--- src/rtl/rcu_pkg.sv ---
package rcu_pkg;
  localparam int DATA_W    = 64;
  localparam int CNT_W     = 8;
  localparam int BASE_W    = 8;
  localparam int NUM_LANES = 4;
  localparam int MC_W      = 6;
  localparam int EN_W      = 7;

  typedef enum logic [1:0] {
    RC_ROTL   = 2'd0,
    RC_ROTR   = 2'd1,
    RC_CARRYL = 2'd2,
    RC_CARRYR = 2'd3
  } rcu_op_e;

  typedef enum logic [1:0] {
    SZ_B = 2'd0,
    SZ_H = 2'd1,
    SZ_W = 2'd2,
    SZ_D = 2'd3
  } rcu_sz_e;

  function automatic logic [DATA_W-1:0] width_mask(input logic [1:0] sz);
    return {DATA_W{1'b1}} >> (DATA_W - (BASE_W << sz));
  endfunction

  function automatic logic [MC_W-1:0] masked_count(input logic [1:0] sz,
                                                   input logic [CNT_W-1:0] c);
    return (sz == SZ_D) ? c[MC_W-1:0] : {1'b0, c[MC_W-2:0]};
  endfunction
endpackage

--- src/rtl/rcu_count.sv ---
module rcu_count
  import rcu_pkg::*;
#(
  parameter int W = 8
) (
  input  logic [CNT_W-1:0] cnt_raw,
  output logic [MC_W-1:0]  mcnt,
  output logic [EN_W-1:0]  rot_n,
  output logic [EN_W-1:0]  car_n
);
  localparam int MASK_BITS = (W == 64) ? 6 : 5;
  localparam int MC_MAX    = (1 << MASK_BITS) - 1;

  logic [EN_W-1:0] mcnt_ext;

  assign mcnt     = MC_W'(cnt_raw[MASK_BITS-1:0]);
  assign mcnt_ext = EN_W'(mcnt);
  assign rot_n    = mcnt_ext & EN_W'(W - 1);

  generate
    if (MC_MAX >= W + 1) begin : g_fold
      assign car_n = mcnt_ext % EN_W'(W + 1);
    end else begin : g_pass
      assign car_n = mcnt_ext;
    end
  endgenerate
endmodule

--- src/rtl/rcu_lane.sv ---
module rcu_lane
  import rcu_pkg::*;
#(
  parameter int W = 8
) (
  input  logic [W-1:0]     x,
  input  logic [1:0]       op,
  input  logic [CNT_W-1:0] cnt_raw,
  input  logic             cf_in,
  input  logic             of_in,
  output logic [W-1:0]     y,
  output logic             cf_o,
  output logic             of_o
);
  logic [MC_W-1:0] mcnt;
  logic [EN_W-1:0] rot_n;
  logic [EN_W-1:0] car_n;

  rcu_count #(.W(W)) u_count (
    .cnt_raw (cnt_raw),
    .mcnt    (mcnt),
    .rot_n   (rot_n),
    .car_n   (car_n)
  );

  logic [2*W-1:0] dbl;
  logic [2*W-1:0] dbl_l;
  logic [2*W-1:0] dbl_r;
  logic [W:0]     ext;
  logic [2*W+1:0] edbl;
  logic [2*W+1:0] edbl_l;
  logic [2*W+1:0] edbl_r;
  logic [W-1:0]   rotl_v;
  logic [W-1:0]   rotr_v;
  logic [W:0]     rcl_v;
  logic [W:0]     rcr_v;
  logic           one_cnt;
  logic           nz_cnt;

  assign dbl    = {x, x};
  assign dbl_l  = dbl << rot_n;
  assign dbl_r  = dbl >> rot_n;
  assign rotl_v = dbl_l[2*W-1:W];
  assign rotr_v = dbl_r[W-1:0];

  assign ext    = {cf_in, x};
  assign edbl   = {ext, ext};
  assign edbl_l = edbl << car_n;
  assign edbl_r = edbl >> car_n;
  assign rcl_v  = edbl_l[2*W+1:W+1];
  assign rcr_v  = edbl_r[W:0];

  assign one_cnt = (mcnt == MC_W'(1));
  assign nz_cnt  = (mcnt != '0);

  always_comb begin
    y    = x;
    cf_o = cf_in;
    of_o = of_in;
    case (rcu_op_e'(op))
      RC_ROTL: begin
        y = rotl_v;
        if (nz_cnt)  cf_o = rotl_v[0];
        if (one_cnt) of_o = rotl_v[W-1] ^ rotl_v[0];
      end
      RC_ROTR: begin
        y = rotr_v;
        if (nz_cnt)  cf_o = rotr_v[W-1];
        if (one_cnt) of_o = rotr_v[W-1] ^ rotr_v[W-2];
      end
      RC_CARRYL: begin
        y    = rcl_v[W-1:0];
        cf_o = rcl_v[W];
        if (one_cnt) of_o = rcl_v[W-1] ^ rcl_v[W];
      end
      default: begin
        y    = rcr_v[W-1:0];
        cf_o = rcr_v[W];
        if (one_cnt) of_o = x[W-1] ^ cf_in;
      end
    endcase
  end
endmodule

--- src/rtl/rot_carry_unit.sv ---
module rot_carry_unit
  import rcu_pkg::*;
(
  input  logic              clk,
  input  logic              rst,
  input  logic              in_valid,
  input  logic [1:0]        op,
  input  logic [1:0]        size,
  input  logic [DATA_W-1:0] operand,
  input  logic [CNT_W-1:0]  count,
  input  logic              cf_in,
  input  logic              of_in,
  output logic [DATA_W-1:0] result,
  output logic              cf_out,
  output logic              of_out,
  output logic              out_valid
);
  logic [DATA_W-1:0] lane_y  [NUM_LANES];
  logic              lane_cf [NUM_LANES];
  logic              lane_of [NUM_LANES];

  genvar gi;
  generate
    for (gi = 0; gi < NUM_LANES; gi++) begin : g_lane
      localparam int LW = BASE_W << gi;
      logic [LW-1:0] y_w;
      rcu_lane #(.W(LW)) u_lane (
        .x       (operand[LW-1:0]),
        .op      (op),
        .cnt_raw (count),
        .cf_in   (cf_in),
        .of_in   (of_in),
        .y       (y_w),
        .cf_o    (lane_cf[gi]),
        .of_o    (lane_of[gi])
      );
      assign lane_y[gi] = DATA_W'(y_w);
    end
  endgenerate

  always_ff @(posedge clk) begin
    if (rst) begin
      result    <= '0;
      cf_out    <= 1'b0;
      of_out    <= 1'b0;
      out_valid <= 1'b0;
    end else begin
      out_valid <= in_valid;
      if (in_valid) begin
        result <= lane_y[size];
        cf_out <= lane_cf[size];
        of_out <= lane_of[size];
      end
    end
  end

  logic [MC_W-1:0]   chk_mcnt;
  logic [DATA_W-1:0] chk_wmask;
  logic [6:0]        chk_msb;
  assign chk_mcnt  = masked_count(size, count);
  assign chk_wmask = width_mask(size);
  assign chk_msb   = 7'((BASE_W << size) - 1);

  AST_ZERO_EXT: assert property (@(posedge clk) disable iff (rst)
    in_valid |=> ((result & ~$past(chk_wmask)) == '0));
  AST_OF_HOLD: assert property (@(posedge clk) disable iff (rst)
    (in_valid && chk_mcnt != MC_W'(1)) |=> (of_out == $past(of_in)));
  AST_ROL_CF: assert property (@(posedge clk) disable iff (rst)
    (in_valid && op == RC_ROTL && chk_mcnt != '0) |=> (cf_out == result[0]));
  AST_ROR_CF: assert property (@(posedge clk) disable iff (rst)
    (in_valid && op == RC_ROTR && chk_mcnt != '0) |=> (cf_out == result[$past(chk_msb)]));
  AST_MASK_ZERO: assert property (@(posedge clk) disable iff (rst)
    (in_valid && chk_mcnt == '0) |=> (result == ($past(operand) & $past(chk_wmask)) && cf_out == $past(cf_in)));
  AST_PULSE: assert property (@(posedge clk) disable iff (rst)
    in_valid |=> out_valid);
  AST_IDLE: assert property (@(posedge clk) disable iff (rst)
    !in_valid |=> (!out_valid && $stable(result) && $stable(cf_out) && $stable(of_out)));
endmodule

--- config.mk ---
export PLATFORM = sky130hd
export DESIGN_NAME = rot_carry_unit
export DESIGN_NICKNAME = d
export VERILOG_FILES = /design/src/rtl/rcu_pkg.sv /design/src/rtl/rcu_count.sv /design/src/rtl/rcu_lane.sv /design/src/rtl/rot_carry_unit.sv
export SDC_FILE = /design/constraint.sdc
export NUM_CORES = 1
export LEC_CHECK = 0
export BUFFER_PORTS_ARGS = -buffer_cell sky130_fd_sc_hd__buf_2
export CAP_MARGIN = 10
export CELL_PAD_IN_SITES_DETAIL_PLACEMENT = 1
export CELL_PAD_IN_SITES_GLOBAL_PLACEMENT = 2
export CORE_UTILIZATION = 40
export CTS_CLUSTER_DIAMETER = 100
export DETAILED_ROUTE_END_ITERATION = 10
export PLACE_DENSITY = 0.87
export SLEW_MARGIN = 30
export SYNTH_ARGS = -nofsm -noshare
export SYNTH_HDL_FRONTEND = slang
export SYNTH_SLANG_ARGS = --single-unit
--- constraint.sdc ---
create_clock -name clk -period 7.9 [get_ports clk]
set_input_delay 0.79 -clock clk [delete_from_list [all_inputs] [get_ports clk]]
set_output_delay 0.79 -clock clk [all_outputs]
set_load 0.05 [all_outputs]
==> results.txt <==
count of warnings emitted by yosys -> 0
Tightest Pin Transition -> 1.14 ns
CTS Buf Count -> 9
sequential fraction of the synthesis area -> 0.0519
Post-synth EDFFs -> 0
WL met3 -> 16.1 mm
async set-reset flop share out of synthesis -> 0
Placed Cells -> 4252
vias in the first global route -> 30.1k
root buffer cell -> clkbuf_16
max-cap viol count -> 0
Vias/cell -> 7.43
clock slew at reported path FFs -> 0.06 ns
crit path cell chain -> clkbuf_8 -> inv_6 -> ha_1 -> a21boi_1 -> a21o_1 -> a21oi_2 -> buf_4 -> a32oi_1 -> mux2i_1 -> nand2_1 -> o21ai_0 -> a32oi_1 -> a311oi_1 -> o21ai_0 -> a31oi_1
R2R Path End -> result[10]
CP Buf/Inv Count -> 3
post-CTS setup buffer count -> 0
fin crit share -> 0.736
Avg Cell Area, Syn -> 7.18 µm²
delay-heaviest family, CP -> compound AO/OA/AOI/OAI gates
Initial Util -> 0.408
IO Count -> 148
ratio of cells with drive above 1 in the final layout -> 0.189
largest net degree at the start of global routing -> 160
crit-path max cell delay -> 0.65 ns
vias -> 31.7k
WP depth -> 15
Top Layer Used -> met5
Max Buffers Root-to-Sink -> 2
setup tns final -> 0 ns
Routed WL per cell -> 35.4 µm
r2r setup slk -> 6.16 ns
CP Max Fanout -> 68
nets@finish -> 3510
ys flop type -> dfxtp_1
Cell Pwr Density -> 133 nW/µm²
P&R area growth vs syn -> 3.55%
worst r2r src -> result[10]
Worst path slowest cell -> ha_1
grt total ovfl -> 0
syn nets -> 3693
Synth Register Bits -> 67
Die Span Y -> 256 µm
clk sinks -> 67
Worst Setup End Kind -> flip-flop
met1 wire length -> 53.5 mm
Max-slew headroom -> 0.218
Total GRT Usage -> 0.449
status -> finished, final reports clean
IO buf count -> 145
WS Path Type -> in -> reg
Std-Cell Rows -> 92
Worst R2R Path Depth -> 3
source of the critical timing path -> count[2]
fin util -> 0.422
Core Area -> 63400 µm²
initial antenna violation count -> 8
RSZ-0062 raised after global routing -> false
Slew Viols, Final -> 0
end of the critical path -> result[7]
DRC violations left -> 0
maximum vdd drop -> 108 µV
fin crit period -> 5.82 ns
CTS tree -> built
clock skew -> 0 ns
DR WL met2 -> 65.9 mm
Static Leak -> 10.0 nW
Startpoint Class -> input port
Max H-tree Level -> 3
Setup violations, final -> 0
DP HPWL -> 111 mm
cell area after synthesis -> 25900 µm²
# resized after CTS -> 0
Die Area -> 65700 µm²
Hold WC Path Type -> reg -> reg
CP arrival -> 6.08 ns
Post-Synthesis Cells -> 3602
first-pass GRT wire length -> 218 mm
First DRT Iteration DRCs -> 5087
drt pass-1 iters -> 6
Die W -> 256 µm
GP Congestion -> 1.10
Critical Path RT -> 8.17 ns
Post-DRT Antenna Nets -> 0
f_max -> 172 MHz
Final Hold Fails -> 0
Unique masters post-synth -> 104
Final Instance Count excl. Fillers -> 4272
Worst-Skew Late Latency -> 0.36 ns
Hold Buf Count CTS -> 0
drt total wl -> 151 mm
[cell families (layout without fill, tap and decap cells)]
kind of cell / after synthesis / count (layout) / share of synthesized area
AO/OA/AOI/OAI: 1251 / 1251 / 0.318
buffers and inverters: 449 / 271 / 0.0805
adder cells (fa/ha/maj): 10 / 10 / 0.00484
multiplexers: 588 / 588 / 0.333
flip-flops: 67 / 67 / 0.0519
XOR/XNOR: 19 / 19 / 0.00716
AND/OR/NAND/NOR: 1218 / 1218 / 0.204
other: 0 / 2 / 0
[cell usage after synthesis, types with 65 or more instances]
library cell | instances | share of area
nand2_1 | 444 | 0.064
nor2_1 | 437 | 0.063
a21oi_1 | 341 | 0.066
o21ai_0 | 277 | 0.054
mux2i_1 | 265 | 0.10
clkbuf_1 | 210 | 0.030
mux4_2 | 205 | 0.18
mux2_2 | 115 | 0.050
buf_2 | 92 | 0.018
a211oi_1 | 83 | 0.024
o211ai_1 | 80 | 0.023
nand3_1 | 76 | 0.015
dfxtp_1 | 67 | 0.052
and2_1 | 65 | 0.016
[state kept, by name, summed over array words and instances (netlist names)]
name and cells:
cf_out 1, of_out 1, out_valid 1, result 64
[power breakdown]
group | leakage [nW] | switching [W] | internal [W]
Combinational | 9.33 | 0.00188 | 0.000874
Sequential | 0.547 | 0.0000156 | 0.000357
Clock | 0.150 | 0.000159 | 0.000271
[stage by stage]
| step | instance area, µm² | power, W | hold slack [ns] | setup WS (ns) |
|---|---|---|---|---|
| finish | 26800 | 0.00356 | 0.461 | 2.08 |
| CTS | 26700 | 0.00342 | 0.461 | 1.87 |
| global placement | 26400 | 0.00294 | 0.448 | 1.63 |
| global route | 26800 | 0.00366 | 0.489 | 1.81 |
| floorplan | 25900 | 0.00209 | 0.686 | 2.34 |
| detailed placement | 26400 | 0.00298 | 0.453 | 1.54 |
[cells in the final DEF (no fill, tap or decap), types with 12 or more instances in the layout]
cell       instances
nand2_1          444
o21ai_0          263
buf_4             76
o21bai_1          16
a21oi_1          340
nand2b_1          23
a311oi_1          23
a31oi_1           35
or2_2             14
inv_1             22
a211oi_1          82
nor3_1            63
xnor2_1           13
or3_1             17
a22oi_1           19
nor2b_1           18
o21ai_1           19
dfxtp_1           67
mux2_2           115
o21a_1            32
and3_1            18
o32ai_1           13
mux4_2           205
buf_2            137
o211ai_1          80
nand3_1           76
a211o_1           18
o31ai_1           20
mux2i_1          261
o2111ai_1         23
nor2_1           432
and2_1            65
o22ai_1           21
o221ai_1          19
a21o_1            44
o311ai_0          14
a32oi_1           20
a21boi_0          12
[cell type report]
class	instances	area [µm²]
sequential	67	1340
inverter	33	136
tap	846	1060
antenna	2	5.00
multi-input combinational	3086	22500
clock inverter	1	30.0
timing repair buffer	222	1400
clock buffer	15	278
fill	7978	36700
[how the worst min path moves through the flow]
stage	start	end	slack, ns	cells past startpoint
6_report	result[45]	result[45]	0.46	2
3_3_place_gp	result[17]	result[17]	0.45	2
2_1_floorplan	result[17]	result[17]	0.69	2
3_5_place_dp	result[45]	result[45]	0.45	2
4_1_cts	result[45]	result[45]	0.46	2
5_1_grt	result[45]	result[45]	0.49	2
[layer usage]
layer  track usage  up-vias
met5             0        -
met4         0.375       10
met3        0.0983      597
met2         0.688     2220
met1         0.536    15600
li1              -    13300
[worst min-delay path, delay by kind of cell, from the launching register on]
family / cells / cell delay (ns)
flip-flops: 1 / 0.31
AND/OR/NAND/NOR: 1 / 0.06
AO/OA/AOI/OAI: 1 / 0.05
Power figures use the tool's default switching activity.
